[config.mk]
export PLATFORM = sky130hd
export DESIGN_NAME = isr_concentrator
export DESIGN_NICKNAME = d
export VERILOG_FILES = /design/src/rtl/isr_agg_pkg.sv /design/src/rtl/isr_w1c_reg.sv /design/src/rtl/isr_mask_reg.sv /design/src/rtl/isr_concentrator.sv
export SDC_FILE = /design/constraint.sdc
export NUM_CORES = 1
export LEC_CHECK = 0
export BUFFER_PORTS_ARGS = -buffer_cell sky130_fd_sc_hd__buf_4
export CAP_MARGIN = 5
export CORE_UTILIZATION = 55
export DETAILED_ROUTE_END_ITERATION = 10
export PLACE_DENSITY = 0.76
export SLEW_MARGIN = 5
export SYNTH_ARGS = -nofsm -noshare
export SYNTH_HDL_FRONTEND = slang
export SYNTH_SLANG_ARGS = --single-unit
export TNS_END_PERCENT = 1
[constraint.sdc]
create_clock -name clk -period 1.6 [get_ports clk]
set_clock_uncertainty 0.05 [all_clocks]
set_input_delay 0.08 -clock clk [delete_from_list [all_inputs] [get_ports clk]]
set_output_delay 0.08 -clock clk [all_outputs]
set_load 0.005 [all_outputs]
[src/rtl/isr_agg_pkg.sv]
package isr_agg_pkg;
  localparam int REG_W = 32;

  localparam logic [REG_W-1:0] ST_A_IMPL = 32'h07FF_FFFF;
  localparam logic [REG_W-1:0] ST_B_IMPL = 32'h0000_0FF0;
  localparam logic [REG_W-1:0] TOP_IMPL  = 32'h00FF_F0FB;

  localparam int A_PME_BIT   = 7;
  localparam int A_INTX_AS   = 16;
  localparam int A_INTX_DE   = 20;
  localparam int A_MSI_BIT   = 24;
  localparam int B_PWR_BIT   = 4;
  localparam int B_FLUSH_BIT = 5;
  localparam int B_INTX_AS   = 8;
  localparam int TOP_CORE    = 16;

  typedef enum logic [3:0] {
    AD_ST_A   = 4'd0,
    AD_MK_A   = 4'd1,
    AD_ST_B   = 4'd2,
    AD_MK_B   = 4'd3,
    AD_MSI_ST = 4'd4,
    AD_MSI_MK = 4'd5,
    AD_PAYLD  = 4'd6,
    AD_TOP_ST = 4'd7,
    AD_TOP_MK = 4'd8
  } reg_addr_e;

  // next value of a write-1-to-clear status word; a set overrides a clear
  function automatic logic [REG_W-1:0] w1c_next(input logic [REG_W-1:0] cur,
                                                input logic [REG_W-1:0] clr,
                                                input logic [REG_W-1:0] set,
                                                input logic [REG_W-1:0] impl);
    return ((cur & ~clr) | set) & impl;
  endfunction

  // status bits that are allowed to reach the next level
  function automatic logic [REG_W-1:0] unmasked(input logic [REG_W-1:0] st,
                                                input logic [REG_W-1:0] mk,
                                                input logic [REG_W-1:0] impl);
    return st & ~mk & impl;
  endfunction
endpackage

[src/rtl/isr_w1c_reg.sv]
module isr_w1c_reg
  import isr_agg_pkg::*;
#(
  parameter logic [REG_W-1:0] IMPL = '1
) (
  input  logic             clk,
  input  logic             rst_n,
  input  logic             wr_i,
  input  logic [REG_W-1:0] wdata_i,
  input  logic [REG_W-1:0] set_i,
  output logic [REG_W-1:0] q_o
);
  logic [REG_W-1:0] clr_vec;
  logic [REG_W-1:0] set_vec;

  assign clr_vec = wr_i ? wdata_i : '0;
  assign set_vec = set_i & IMPL;

  always_ff @(posedge clk or negedge rst_n) begin
    if (!rst_n) q_o <= '0;
    else        q_o <= w1c_next(q_o, clr_vec, set_vec, IMPL);
  end

  // a write-1 clear with no simultaneous set empties the bit
  a_r5_w1c_clears: assert property (@(posedge clk) disable iff (!rst_n)
    wr_i |=> ((q_o & $past(wdata_i & ~set_vec)) == '0));

  // a hardware set always lands, whatever the bus does
  a_r6_set_wins: assert property (@(posedge clk) disable iff (!rst_n)
    (|set_vec) |=> ((q_o & $past(set_vec)) == $past(set_vec)));

  // unimplemented bits stay clear
  a_r5_impl_only: assert property (@(posedge clk) disable iff (!rst_n)
    (q_o & ~IMPL) == '0);
endmodule

[src/rtl/isr_mask_reg.sv]
module isr_mask_reg
  import isr_agg_pkg::*;
#(
  parameter logic [REG_W-1:0] IMPL = '1
) (
  input  logic             clk,
  input  logic             rst_n,
  input  logic             wr_i,
  input  logic [REG_W-1:0] wdata_i,
  output logic [REG_W-1:0] q_o
);
  always_ff @(posedge clk or negedge rst_n) begin
    if (!rst_n)    q_o <= IMPL;
    else if (wr_i) q_o <= wdata_i & IMPL;
  end
endmodule

[src/rtl/isr_concentrator.sv]
module isr_concentrator
  import isr_agg_pkg::*;
#(
  parameter int MSI_VEC = 32,
  parameter int INTX_N  = 4
) (
  input  logic             clk,
  input  logic             rst_n,
  input  logic             bus_wr,
  input  logic [3:0]       bus_addr,
  input  logic [REG_W-1:0] bus_wdata,
  output logic [REG_W-1:0] bus_rdata,
  input  logic [INTX_N-1:0] intx_assert,
  input  logic [INTX_N-1:0] intx_deassert,
  input  logic             pme_evt,
  input  logic             pwr_evt,
  input  logic             flush_evt,
  input  logic             msi_valid,
  input  logic [REG_W-1:0] msi_data,
  output logic             irq_o
);
  localparam int IDX_W = $clog2(MSI_VEC);
  localparam logic [REG_W-1:0] MSI_IMPL =
    (MSI_VEC >= REG_W) ? '1 : ((REG_W'(1) << MSI_VEC) - REG_W'(1));

  logic [REG_W-1:0] st_a, st_b, st_msi, st_top;
  logic [REG_W-1:0] mk_a, mk_b, mk_msi, mk_top;
  logic [REG_W-1:0] set_a, set_b, set_msi, set_top;
  logic [REG_W-1:0] payload_q;
  logic [IDX_W-1:0] msi_idx;
  logic             msi_hit;   // inbound MSI on an unmasked vector
  logic             core_sum;  // any unmasked core status bit
  logic [REG_W-1:0] top_eff;

  function automatic logic wsel(input logic wr, input logic [3:0] a, input reg_addr_e t);
    return wr && (a == t);
  endfunction

  // event routing
  assign msi_idx = msi_data[IDX_W-1:0];
  assign msi_hit = msi_valid && !mk_msi[msi_idx];

  always_comb begin
    set_a = '0;
    set_b = '0;
    set_a[A_PME_BIT]   = pme_evt;
    set_a[A_MSI_BIT]   = msi_hit;
    set_b[B_PWR_BIT]   = pwr_evt;
    set_b[B_FLUSH_BIT] = flush_evt;
    for (int n = 0; n < INTX_N; n++) begin
      set_a[A_INTX_AS + n] = intx_assert[n];
      set_a[A_INTX_DE + n] = intx_deassert[n];
      set_b[B_INTX_AS + n] = intx_assert[n];
    end
  end

  assign set_msi = msi_valid ? (REG_W'(1) << msi_idx) : '0;

  assign core_sum = |unmasked(st_a, mk_a, ST_A_IMPL) | |unmasked(st_b, mk_b, ST_B_IMPL);
  assign set_top  = core_sum ? (REG_W'(1) << TOP_CORE) : '0;
  assign top_eff  = unmasked(st_top, mk_top, TOP_IMPL);
  assign irq_o    = |top_eff;

  // status registers
  isr_w1c_reg #(.IMPL(ST_A_IMPL)) u_st_a (
    .clk(clk), .rst_n(rst_n), .wr_i(wsel(bus_wr, bus_addr, AD_ST_A)),
    .wdata_i(bus_wdata), .set_i(set_a), .q_o(st_a));
  isr_w1c_reg #(.IMPL(ST_B_IMPL)) u_st_b (
    .clk(clk), .rst_n(rst_n), .wr_i(wsel(bus_wr, bus_addr, AD_ST_B)),
    .wdata_i(bus_wdata), .set_i(set_b), .q_o(st_b));
  isr_w1c_reg #(.IMPL(MSI_IMPL)) u_st_msi (
    .clk(clk), .rst_n(rst_n), .wr_i(wsel(bus_wr, bus_addr, AD_MSI_ST)),
    .wdata_i(bus_wdata), .set_i(set_msi), .q_o(st_msi));
  isr_w1c_reg #(.IMPL(TOP_IMPL)) u_st_top (
    .clk(clk), .rst_n(rst_n), .wr_i(wsel(bus_wr, bus_addr, AD_TOP_ST)),
    .wdata_i(bus_wdata), .set_i(set_top), .q_o(st_top));

  // mask registers
  isr_mask_reg #(.IMPL(ST_A_IMPL)) u_mk_a (
    .clk(clk), .rst_n(rst_n), .wr_i(wsel(bus_wr, bus_addr, AD_MK_A)),
    .wdata_i(bus_wdata), .q_o(mk_a));
  isr_mask_reg #(.IMPL(ST_B_IMPL)) u_mk_b (
    .clk(clk), .rst_n(rst_n), .wr_i(wsel(bus_wr, bus_addr, AD_MK_B)),
    .wdata_i(bus_wdata), .q_o(mk_b));
  isr_mask_reg #(.IMPL(MSI_IMPL)) u_mk_msi (
    .clk(clk), .rst_n(rst_n), .wr_i(wsel(bus_wr, bus_addr, AD_MSI_MK)),
    .wdata_i(bus_wdata), .q_o(mk_msi));
  isr_mask_reg #(.IMPL(TOP_IMPL)) u_mk_top (
    .clk(clk), .rst_n(rst_n), .wr_i(wsel(bus_wr, bus_addr, AD_TOP_MK)),
    .wdata_i(bus_wdata), .q_o(mk_top));

  // payload capture
  always_ff @(posedge clk or negedge rst_n) begin
    if (!rst_n)         payload_q <= '0;
    else if (msi_valid) payload_q <= msi_data;
  end

  // read mux
  always_comb begin
    unique case (bus_addr)
      AD_ST_A:   bus_rdata = st_a;
      AD_MK_A:   bus_rdata = mk_a;
      AD_ST_B:   bus_rdata = st_b;
      AD_MK_B:   bus_rdata = mk_b;
      AD_MSI_ST: bus_rdata = st_msi;
      AD_MSI_MK: bus_rdata = mk_msi;
      AD_PAYLD:  bus_rdata = payload_q;
      AD_TOP_ST: bus_rdata = st_top;
      AD_TOP_MK: bus_rdata = mk_top;
      default:   bus_rdata = '0;
    endcase
  end

  // payload of an MSI write is held afterwards
  a_r3_payload_held: assert property (@(posedge clk) disable iff (!rst_n)
    msi_valid |=> (payload_q == $past(msi_data)));

  // the indexed vector is pending after an MSI write
  a_r3_vector_set: assert property (@(posedge clk) disable iff (!rst_n)
    msi_valid |=> st_msi[$past(msi_idx)]);

  // an unmasked MSI raises the pending bit of core status A
  a_r4_msi_pending: assert property (@(posedge clk) disable iff (!rst_n)
    msi_hit |=> st_a[A_MSI_BIT]);

  // an unmasked core bit reaches the top-level core bit
  a_r7_summary: assert property (@(posedge clk) disable iff (!rst_n)
    core_sum |=> st_top[TOP_CORE]);

  // the output line never rises without a pending top-level bit
  a_r8_irq_source: assert property (@(posedge clk) disable iff (!rst_n)
    irq_o |-> (|st_top));
endmodule

==> impl_summary.log, run 1 <==
INFO  metric area_of_the_core_region = 17,300 um2
INFO  metric power.density_cell_area = 1180 nW/um2
INFO  metric slowest_stage = dfstp_2
INFO  metric nets = 1,157
INFO  metric crit_path_start_kind = flop
INFO  metric initial_utilization = 56.2%
INFO  metric timing.final.crit_period = 1.98 ns
INFO  metric portBuffers = 115
INFO  metric netlist_area = 9720 um2
INFO  metric area_delta_synth_final = 35.4%
INFO  metric clkTransAtPathRegs = 0.06 ns
INFO  metric average_wire_per_standard_cell = 24.5 um
INFO  metric route.vias.total = 8,426
INFO  metric vdd.ir_drop.worst = 0.000806 V
INFO  metric finalWeightedCongestion = 0.923
INFO  metric post_detail_place_hpwl = 21,100 um
INFO  metric run_status = finished with violations
INFO  metric ff2ff_path_depth = 4
INFO  metric criticalPathCategory = flop to output pin
INFO  metric ys_seq_area_share = 53.6%
INFO  metric slew_headroom = 43.8%
INFO  metric power = 15.6 mW
INFO  metric detail_route.vias_per_cell = 6.40
INFO  metric synth_cell_type_count = 54
INFO  metric grt_max_degree = 53
INFO  metric drtIter0Drc = 896
INFO  metric timing.final.crit_share = 124%
INFO  metric drc = 0
INFO  metric critical_path.max_fanout = 2
INFO  metric synthArstFlopShare = 100%
INFO  metric hold_critical_path_depth = 3
INFO  metric critPathCaptureType = output pin
INFO  metric fillerInstances = 1,104
INFO  metric critical_path.max_stage_delay = 0.54 ns
INFO  metric setup_violations = 29
INFO  metric grt_antenna_before_repair = 0
INFO  metric cell_chain_critical_path = buf_4 -> mux2i_1 -> nor3b_2 -> a21oi_1 -> a31oi_1 -> buf_4
INFO  metric synth_ff_type = dfrtp_1
INFO  metric maxClockFrequency = 504 MHz
INFO  metric crit_top_cell = buf_4
INFO  metric cp_data_required_time = 1.47 ns
INFO  metric number_of_enable_type_register_cells_in_the_synthesized_netlist = 0
INFO  metric antenna_violating_nets_post_route = 0
INFO  metric tightest_slew = 0.837 ns
INFO  metric die_height = 135 um
INFO  metric cap_violations = 0
INFO  metric finalHoldViolCount = 0
INFO  metric drive_above_1_share = 40.6%
INFO  metric row_count = 48
INFO  metric number_of_instances_in_the_synthesized_netlist = 822
INFO  metric cts-buffers-inserted = 23
INFO  metric cp_data_arrival_time = 1.85 ns
INFO  metric clk_latency = 0.52 ns
INFO  metric detail_route.wirelength = 32,200 um
INFO  metric n_antenna_cell = 0
INFO  metric first_global_vias = 8,436
INFO  metric htree_num_levels = 1
INFO  metric cts.root.buffer_cell = clkbuf_16
INFO  metric drt_first_pass_iters = 6
INFO  metric placed_cell_area = 11,300 um2
INFO  metric leakagePower = 5.80 nW
INFO  metric rsz0062_at_grt = yes
INFO  metric die-width = 135 um
INFO  metric design.die.area = 18,200 um2
INFO  metric globalRouteOverflowTotal = 0
INFO  metric syn_avg_cell_area = 11.8 um2
INFO  metric tritoncts_clock_tree = built
INFO  metric ys_seq_elements = 204
INFO  metric finish.instance_area = 13,200 um2
INFO  metric setup_ws = -0.385 ns
INFO  metric clock-sinks = 204
INFO  metric failed_checks = negative setup slack
INFO  metric global_route.usage.total = 36.0%
INFO  metric clock_tree.buffer_depth = 3
INFO  metric floorplan.io_pins = 116
INFO  metric yosys_warnings = 0
INFO  metric worstHoldPathType = input pin to flop
INFO  metric grt_first_pass_wirelength = 49,000 um
INFO  metric mappedNetlistNets = 905
INFO  metric report.final.slew_viol_count = 0
-- cell usage after synthesis, types with 12 or more instances --
library cell	instances	area share, %
mux2_1	20	2.3
o22ai_1	21	1.4
a21o_1	15	1.2
a22o_1	23	2.1
a21oi_1	28	1.4
dfstp_2	86	23
buf_2	29	1.5
nand2_1	74	2.9
mux2_2	86	10
a22oi_1	48	3.7
nand3_1	22	1.1
o2bb2ai_1	12	1.1
a222oi_1	26	2.7
a21boi_0	14	1.1
dfrtp_1	118	30
inv_1	62	2.4
-- cell type report --
type | instances | area (um2) | area share (%)
timing repair buffer | 279 | 2540 | 19.3
clock inverter | 8 | 98.8 | 0.751
multi-input combinational | 504 | 4090 | 31.1
clock buffer | 34 | 707 | 5.37
inverter | 62 | 233 | 1.77
sequential | 204 | 5210 | 39.6
tap | 225 | 282 | 2.14
-- registers in the layout, indices dropped and copies added (netlist names) --
signal / count
u_st_b.q_o: 8
u_st_top.q_o: 19
u_mk_a.q_o: 27
payload_q: 32
u_mk_msi.q_o: 32
u_mk_top.q_o: 19
u_st_msi.q_o: 32
u_mk_b.q_o: 8
u_st_a.q_o: 27
-- cells by family (layout without fill, tap and decap cells) --
logic type / Yosys count / in the layout / synth area share, %
compound gates: 218 / 218 / 16.8
buf+inv: 114 / 383 / 5.12
flops: 204 / 204 / 53.6
mux: 133 / 133 / 16.3
simple gates: 153 / 153 / 8.11
-- worst max-delay path, delay by kind of cell (launching register included) --
| family | cells | cell delay (ns) |
|---|---|---|
| AND/OR/NAND/NOR | 1 | 0.21 |
| multiplexers | 1 | 0.08 |
| buffers and inverters | 2 | 0.26 |
| AO/OA/AOI/OAI | 2 | 0.26 |
| flip-flops | 1 | 0.54 |
-- worst paths after layout --
kind | from | endpoint | slack (ns)
max | u_mk_b.q_o[6] | bus_rdata[6] | -0.38
min reg2reg | u_st_b.q_o[10] | u_st_b.q_o[10] | 0.43
max in group asynchronous | rst_n | u_mk_msi.q_o[6] | 0.72
max reg2reg | u_mk_a.q_o[24] | u_st_top.q_o[16] | 0.02
min | msi_data[0] | payload_q[0] | 0.04
min in group asynchronous | rst_n | u_st_msi.q_o[3] | 0.06
-- metrics by stage --
stage | hold WS [ns] | setup TNS, ns | util [%] | setup WS (ns) | cells
after floorplan | -0.266 | 0 | - | 0.229 | 822
after global placement | 0.0300 | -0.00244 | 65.4 | -0.00244 | 1178
after detailed placement | 0.0350 | 0 | 65.4 | 0.0192 | 1178
after CTS | 0.0325 | -3.76 | 75.9 | -0.436 | 1316
after global routing | 0.0497 | -5.18 | 76.1 | -0.435 | 1316
final | 0.0402 | -3.56 | 76.1 | -0.385 | 1316
-- layout by cell type (no fill, tap or decap), types with 6 or more instances in the layout --
cell type	count
mux2i_1	11
mux2_4	10
dfstp_2	86
nor2b_1	7
a21oi_1	28
nand3_1	20
a22oi_1	48
o22ai_1	21
mux2_1	20
inv_1	60
nand2_1	73
a21o_1	15
a22o_1	23
mux4_2	6
dlygate4sd3_1	95
a222oi_1	26
buf_4	165
o2bb2ai_1	12
clkbuf_8	10
a31oi_1	7
dfrtp_1	118
mux2_2	86
buf_12	15
clkbuf_16	23
a21boi_0	14
nor2_1	6
-- power breakdown --
part | total, mW | internal [mW] | switching [mW]
Clock | 5.54 | 3.38 | 2.16
Combinational | 2.81 | 1.52 | 1.29
Sequential | 7.22 | 6.46 | 0.757
-- what timing repair did --
| item | in CTS | in global routing |
|---|---|---|
| resized for setup | 14 | 8 |
| setup buffers | 1 | 0 |
| hold buffers | 95 | 0 |
| hold endpoints to repair | 340 | 0 |
| pin swaps | 24 | 11 |
| setup endpoints to repair | 28 | 33 |
| gates cloned | 0 | 0 |
-- layer usage --
metal  vias to the layer above  routed length (um)  part of all wire, %  GRT usage [%]
met4                         0                1290                  4.0           15.2
li1                       3557                   -                    -              -
met5                         -                   0                    0              0
met1                      4243               12700                   40           47.8
met2                       532               15000                   47           56.6
met3                        94                3190                  9.9           8.97
(Power assumes the default switching activity.)
==> run 2, diff against run 1 <==
PLACE_DENSITY = 0.75   (was 0.76)
SYNTH_HIERARCHICAL = 1   (was default)
==> run 2 against run 1 <==
Against the previous run: the flow still finishes with violations (negative setup slack); non-clock buffer count increased by 29; sequential share of layout area decreased by 5.0 points; final cell count increased by 24%; sequential power decreased by 3%; maximum frequency decreased by 3.6%; clock power decreased by 3%; total power increased by 0.61%; via count increased by 16%; worst hold slack got worse by 0.012 ns; cell area increased by 15%; synthesized cell count increased by 27%; register-to-register slack got worse by 0.07 ns; largest power group unchanged.
==> impl_summary.log, run 2 <==
INFO  metric maxClockFrequency = 486 MHz (-3.6%)
INFO  metric cts-buffers-inserted = 23 (unchanged)
INFO  metric clock_tree.buffer_depth = 3 (unchanged)
INFO  metric tritoncts_clock_tree = built
INFO  metric antenna_violating_nets_post_route = 0 (unchanged)
INFO  metric power.share.switching = 27.3% (+0.28 points)
INFO  metric cap_violations = 0 (unchanged)
INFO  metric row_count = 53 (+10%)
INFO  metric grt_first_pass_wirelength = 57,500 um (+17%)
INFO  metric criticalPathCategory = flop to output pin
INFO  metric tightest_slew = 0.882 ns (+0.0451 ns)
INFO  metric clkTransAtPathRegs = 0.06 ns (about the same)
INFO  metric n_antenna_cell = 0 (unchanged)
INFO  metric placed_cells = 1,506 (+28%)
INFO  metric globalRouteOverflowTotal = 0 (unchanged)
INFO  metric synth_cell_type_count = 60 (+11%)
INFO  metric timing.final.crit_period = 2.06 ns (+0.0737 ns)
INFO  metric design.die.area = 21,900 um2 (+20%)
INFO  metric initial_utilization = 55.9% (-0.32 points)
INFO  metric comb_power_share = 20.9% (+2.8 points)
INFO  metric leakagePower = 6.71 nW (+16%)
INFO  metric average_wire_per_standard_cell = 23.2 um (-5.3%)
INFO  metric finalWeightedCongestion = 0.937 (+1.5%)
INFO  metric seq_power_share = 44.9% (-1.5 points)
INFO  metric drt_first_pass_iters = 8 (+2)
INFO  metric synth_area_leaders = dfrtp_1 (25%), dfstp_2 (19%), mux2_4 (8.7%)
INFO  metric report.final.slew_viol_count = 0 (unchanged)
INFO  metric post-synth-top-area-cell = dfrtp_1
INFO  metric grt_antenna_before_repair = 0 (unchanged)
INFO  metric timing.final.crit_share = 129% (+4.6 points)
INFO  metric syn_avg_cell_area = 11.2 um2 (-5.0%)
INFO  metric detail_route.vias_per_cell = 5.97 (-6.8%)
INFO  metric vdd.ir_drop.worst = 0.000896 V (+11%)
INFO  metric netlist_area = 11,700 um2 (+20%)
INFO  metric power.net_switching = 4.28 mW (+1.6%)
INFO  metric top_regs = payload_q: 32 flops, u_mk_msi/q_o: 32 flops, u_st_msi/q_o: 32 flops
INFO  metric setup_ws = -0.459 ns (-0.0737 ns)
INFO  metric power.density_cell_area = 1040 nW/um2 (-12%)
INFO  metric area_of_the_core_region = 21,000 um2 (+21%)
INFO  metric failed_checks = negative setup slack
INFO  metric yosys-top-cells-count = dfrtp_1 (118), nand2_1 (116), buf_4 (93)
INFO  metric synthArstFlopShare = 100% (unchanged)
INFO  metric post_detail_place_hpwl = 25,700 um (+22%)
INFO  metric ys_seq_elements = 204 (unchanged)
INFO  metric slew_headroom = 41.0% (-2.8 points)
INFO  metric floorplan.io_pins = 116 (unchanged)
INFO  metric synth-compound-area-share = 17.0% (+0.19 points)
INFO  metric route.vias.total = 9,739 (+16%)
INFO  metric dominant_combinational_cell_family_by_area_after_synthesis = compound AO/OA/AOI/OAI gates
INFO  metric synth_ff_type = dfrtp_1
INFO  metric area_delta_synth_final = 28.8%
INFO  metric synth_xor_xnor_area_share = 0% (unchanged)
INFO  metric drive_above_1_share = 38.5% (-2.1 points)
INFO  metric htree_num_levels = 1 (unchanged)
INFO  metric nets = 1,423 (+23%)
INFO  metric cts.root.buffer_cell = clkbuf_16
INFO  metric clk_latency = 0.52 ns (about the same)
INFO  metric ys_seq_area_share = 44.5% (-9.1 points)
INFO  metric die_height = 148 um (+9.6%)
INFO  metric first_global_vias = 9,944 (+18%)
INFO  metric crit_path_start_kind = flop
INFO  metric die-width = 148 um (+9.6%)
INFO  metric worstHoldPathType = input pin to flop
INFO  metric detail_route.wirelength = 37,800 um (+17%)
INFO  metric layout_commonest_cell = buf_4
INFO  metric fillerInstances = 1,470 (+33%)
INFO  metric setup_violations = 35 (+21%)
INFO  metric layout.cells.most_common_list = buf_4 (200), conb_1 (121), dfrtp_1 (118)
INFO  metric synth_most_common_cell = dfrtp_1
INFO  metric critical_path.max_fanout = 2 (unchanged)
INFO  metric portBuffers = 115 (unchanged)
INFO  metric cp_data_arrival_time = 1.93 ns (+0.08 ns)
INFO  metric rsz0062_at_grt = yes
INFO  metric yosys_warnings = 6 (+6)
INFO  metric p_clk_share = 34.2% (-1.4 points)
INFO  metric number_of_enable_type_register_cells_in_the_synthesized_netlist = 0 (unchanged)
INFO  metric finalHoldViolCount = 0 (unchanged)
INFO  metric number_of_instances_in_the_synthesized_netlist = 1,042 (+27%)
INFO  metric run_status = finished with violations
INFO  metric arithmetic_cell_share_of_the_synthesized_area_counting_full_adders_half_adders_and_majority_gates = 0% (unchanged)
INFO  metric preCtsSetupSlack = -0.176 ns (-0.195 ns)
INFO  metric synth_top_area_share = 25.2% (-5.2 points)
INFO  metric drc = 0 (unchanged)
INFO  metric grt_max_degree = 46 (-13%)
INFO  metric finalSetupTns = -8.21 ns (-4.65 ns)
INFO  metric global_route.usage.total = 35.0% (-1.1 points)
INFO  metric final_cell_count_no_fill = 1,632 (+24%)
INFO  metric fraction_of_the_mapped_netlist_area_in_simple_logic_gates = 11.0% (+2.9 points)
INFO  metric clock-sinks = 204 (unchanged)
INFO  metric cp_data_required_time = 1.47 ns (about the same)
INFO  metric drtIter0Drc = 1,009 (+13%)
INFO  metric cellInternalPower = 11.4 mW (+0.23%)
INFO  metric critPathCaptureType = output pin
INFO  metric mux_cell_area_share_after_synthesis = 16.1% (-0.22 points)
run 2: logic make-up after synthesis:
group	after synthesis
multiplexers	140
flip-flops	204
other	7
AO/OA/AOI/OAI	251
buffers and inverters	184
AND/OR/NAND/NOR	256
run 2: power by group through the flow:
stage | Combinational (mW) | Clock [mW] | Sequential [mW]
floorplan | 1.91 | 0 | 6.78
global placement | 2.83 | 0 | 7.01
detailed placement | 2.90 | 0 | 7.05
CTS | 3.16 | 5.39 | 6.99
global route | 3.47 | 5.56 | 7.10
finish | 3.28 | 5.36 | 7.03
run 2: metrics by stage:
step | utilization (%) | instance area [um2] | power [mW] | hold WS, ns
finish | 72.0 | 15100 | 15.7 | 0.0280
global route | 72.0 | 15100 | 16.1 | 0.0340
CTS | 71.4 | 15000 | 15.5 | 0.0107
global placement | 63.3 | 13300 | 9.84 | 0.0238
floorplan | - | 12200 | 8.70 | -0.266
detailed placement | 63.3 | 13300 | 9.95 | 0.0217
run 2: repair_timing:
item | CTS | global route
pin swaps | 13 | 14
buffers inserted | 1 | 2
hold buffers | 81 | 0
endpoints found under the hold margin | 336 | 0
endpoints found under the setup margin | 34 | 35
resized for setup | 20 | 20
run 2: final timing paths:
check	from	endpoint	slack, ns	cells after the start
min	msi_data[0]	payload_q[0]	0.03	2
min in group asynchronous	rst_n	payload_q[28]	0.04	2
max	u_st_a/q_o[4]	bus_rdata[4]	-0.46	6
max in group asynchronous	rst_n	u_mk_a/q_o[17]	0.78	3
min reg2reg	u_st_msi/q_o[31]	u_st_msi/q_o[31]	0.43	1
max reg2reg	u_mk_a/q_o[13]	u_st_top/q_o[16]	-0.05	5
run 2: routing by layer:
metal	track usage, %	vias up	part of all wire [%]
li1	-	4186	-
met1	45.8	4855	39
met2	56.4	579	47
met3	7.31	119	9.1
met4	14.7	0	4.2
met5	0	-	0
run 2: layout make-up:
type                    instances  area (um2)  area share [%]
clock buffers                  31         646            4.28
clock inverters                11         114           0.755
inverters                      35         131           0.871
multi-input cells             768        5850            38.8
flip-flops and latches        204        5210            34.6
well taps                     275         344            2.28
repair buffers                308        2790            18.5
run 2: critical path, stage by stage, from the launching register on:
cell and delay [ns]:
dfrtp_1 0.35, buf_4 0.12, or3b_4 0.37, a21oi_2 0.13, o21ai_1 0.08, a31oi_2 0.22
buf_4 0.15
==> run 3, diff against run 2 <==
MAX_ROUTING_LAYER = met4   (was default)
==> run 3 against run 2 <==
Against the previous run: the run still ends with negative setup slack left; cell area shrank 0.31%; clock power shrank 7.1%; register-to-register slack gained 0.04 ns; wire length fell by 1.3%; sequential power is essentially flat; via count shrank 0.72%; total power shrank 2.4%; largest power group unchanged; die area is the same; utilization fell by 0.22 points; largest cell class unchanged; first-iteration DRC count decreased by 4.4%.
==> impl_summary.log, run 3 (synthesized netlist as in run 2, its figures left out) <==
INFO  metric layout.cells.most_common_list = buf_4 (202), conb_1 (121), dfrtp_1 (118)
INFO  metric finalWeightedCongestion = 0.939 (+0.22%)
INFO  metric power.density_cell_area = 1020 nW/um2 (-2.1%)
INFO  metric criticalPathCategory = flop to output pin
INFO  metric crit_top_cell = and3_4
INFO  metric leakagePower = 6.70 nW (-0.13%)
INFO  metric layout_commonest_cell = buf_4
INFO  metric final_cell_count_no_fill = 1,633 (+0.061%)
INFO  metric maxClockFrequency = 498 MHz (+2.6%)
INFO  metric use_met1 = 44.8% (-1.0 points)
INFO  metric rsz0062_at_grt = yes
INFO  metric grt_first_pass_wirelength = 56,700 um (-1.3%)
INFO  metric cellInternalPower = 11.1 mW (-2.6%)
INFO  metric report.final.slew_viol_count = 0 (unchanged)
INFO  metric average_wire_per_standard_cell = 22.9 um (-1.4%)
INFO  metric nets = 1,424 (+0.070%)
INFO  metric top_usage_layer = met2
INFO  metric placed_cell_area = 13,300 um2 (about the same)
INFO  metric floorplan.io_pins = 116 (unchanged)
INFO  metric met2_usage = 55.9% (-0.42 points)
INFO  metric worstHoldPathType = input pin to asynchronous set/reset pin
INFO  metric power.share.switching = 27.4% (+0.11 points)
INFO  metric die-width = 148 um (unchanged)
INFO  metric failed_checks = negative setup slack
INFO  metric seq_power_share = 46.1% (+1.2 points)
INFO  metric initial_utilization = 55.9% (unchanged)
INFO  metric clock-sinks = 204 (unchanged)
INFO  metric crit_path_start_kind = flop
INFO  metric top_regs = payload_q: 32 flops, u_mk_msi/q_o: 32 flops, u_st_msi/q_o: 32 flops
INFO  metric power.net_switching = 4.19 mW (-2.0%)
INFO  metric comb_power_share = 21.3% (+0.4 points)
INFO  metric first_global_vias = 9,720 (-2.3%)
INFO  metric critical_path.max_fanout = 2 (unchanged)
INFO  metric holdWs = 0.0450 ns (+0.0170 ns)
INFO  metric row_count = 53 (unchanged)
INFO  metric globalRouteOverflowTotal = 0 (unchanged)
INFO  metric cp_data_arrival_time = 1.88 ns (-0.05 ns)
INFO  metric drive_above_1_share = 37.9% (-0.59 points)
INFO  metric cts.root.buffer_cell = clkbuf_16
INFO  metric drtIter0Drc = 965 (-4.4%)
INFO  metric area_delta_synth_final = 28.4%
INFO  metric worst-r2r-setup-slack = -0.01 ns (+0.04 ns)
INFO  metric post_detail_place_hpwl = 25,800 um (+0.63%)
INFO  metric route.vias.total = 9,669 (-0.72%)
INFO  metric design.die.area = 21,900 um2 (unchanged)
INFO  metric htree_num_levels = 1 (unchanged)
INFO  metric slew_headroom = 61.5% (+21 points)
INFO  metric grt_max_degree = 50 (+8.7%)
INFO  metric timing.final.crit_share = 125% (-3.2 points)
INFO  metric seq_area = 5210 um2 (unchanged)
INFO  metric finish.instance_area = 15,000 um2 (-0.31%)
INFO  metric placed_cells = 1,506 (unchanged)
INFO  metric finalHoldViolCount = 0 (unchanged)
INFO  metric cp_data_required_time = 1.47 ns (about the same)
INFO  metric portBuffers = 115 (unchanged)
INFO  metric drt_first_pass_iters = 5 (-3)
INFO  metric critical_path.max_stage_delay = 0.37 ns (about the same)
INFO  metric setup_violations = 34 (-2.9%)
INFO  metric finalSetupTns = -7.35 ns (+0.862 ns)
INFO  metric clkTransAtPathRegs = 0.06 ns (about the same)
INFO  metric run_status = finished with violations
INFO  metric detail_route.wirelength = 37,300 um (-1.3%)
INFO  metric use_met3 = 7.50% (+0.19 points)
INFO  metric multi_input_area = 5870 um2 (+0.43%)
INFO  metric setup_ws = -0.407 ns (+0.0518 ns)
INFO  metric grt_antenna_before_repair = 0 (unchanged)
INFO  metric die_height = 148 um (unchanged)
INFO  metric fillerInstances = 1,510 (+2.7%)
INFO  metric detail_route.vias_per_cell = 5.92 (-0.78%)
INFO  metric tightest_slew = 0.576 ns (-0.306 ns)
INFO  metric antenna_violating_nets_post_route = 0 (unchanged)
INFO  metric timing.final.crit_period = 2.01 ns (-0.0518 ns)
INFO  metric clk_latency = 0.52 ns (about the same)
INFO  metric cap_violations = 0 (unchanged)
INFO  metric critPathCaptureType = output pin
INFO  metric clock_tree.buffer_depth = 3 (unchanged)
INFO  metric area_of_the_core_region = 21,000 um2 (unchanged)
INFO  metric drc = 0 (unchanged)
INFO  metric p_clk_share = 32.6% (-1.6 points)
INFO  metric tritoncts_clock_tree = built
INFO  metric vdd.ir_drop.worst = 0.000980 V (+9.4%)
INFO  metric cts-buffers-inserted = 23 (unchanged)
INFO  metric global_route.usage.total = 35.6% (+0.59 points)
INFO  metric cell_chain_critical_path = and3_4 -> a211o_1 -> a221o_1 -> and3_4 -> buf_6
INFO  metric slowest_stage = dfstp_2
==> run 3: final timing paths <==
kind / startpoint / end / cells after the start
worst max-delay path: u_mk_msi/q_o[2] / bus_rdata[2] / 5
worst min-delay path: rst_n / payload_q[27] / 2
worst max register to register: u_mk_a/q_o[8] / u_st_top/q_o[16] / 5
worst min register to register: u_st_msi/q_o[29] / u_st_msi/q_o[29] / 1
max in group asynchronous: rst_n / u_mk_a/q_o[12] / 3
min in group clk: msi_data[0] / payload_q[0] / 2
==> run 3: layer usage <==
metal  share of wire, %  wire [um]  vias up
li1                   -          -     4196
met3                8.5       3160      121
met4                4.4       1650        0
met1                 40      15000     4829
met2                 47      17500      523
met5                  0          0        -
==> run 3: power groups by stage <==
stage	registers, mW	clock network (mW)	logic [mW]
2_1_floorplan	6.78	0	1.91
3_3_place_gp	7.03	0	2.82
3_5_place_dp	7.07	0	2.89
4_1_cts	7.01	5.00	3.13
5_1_grt	7.12	5.22	3.45
6_report	7.05	4.98	3.26
==> run 3: timing repair <==
item	4_1_cts	5_1_grt
endpoints found under the hold margin	338	0
gates resized for setup	28	14
hold buffers	82	0
buffers inserted	4	1
endpoints found under the setup margin	34	35
pin swaps	26	15
==> run 3: stage by stage <==
step | power (mW) | util [%] | setup slack (ns)
finish | 15.3 | 71.7 | -0.407
global route | 15.8 | 71.7 | -0.448
CTS | 15.1 | 71.3 | -0.419
detailed placement | 9.95 | 63.2 | -0.197
global placement | 9.85 | 63.2 | -0.198
floorplan | 8.70 | - | -0.106
==> run 3: critical path: cells and delay by family, from the launching register on <==
family,cells,cell delay [ns]
buffers and inverters,1,0.11
flip-flops,1,0.37
AO/OA/AOI/OAI,2,0.55
AND/OR/NAND/NOR,2,0.33
==> run 3: final cells by class <==
| type | count | area share (%) |
|---|---|---|
| Multi-Input combinational cell | 768 | 39.1 |
| Inverter | 35 | 0.874 |
| Sequential cell | 204 | 34.7 |
| Clock inverter | 2 | 0.108 |
| Antenna cell | 1 | 0.0166 |
| Clock buffer | 39 | 4.49 |
| Timing Repair Buffer | 309 | 18.5 |
| Tap cell | 275 | 2.29 |
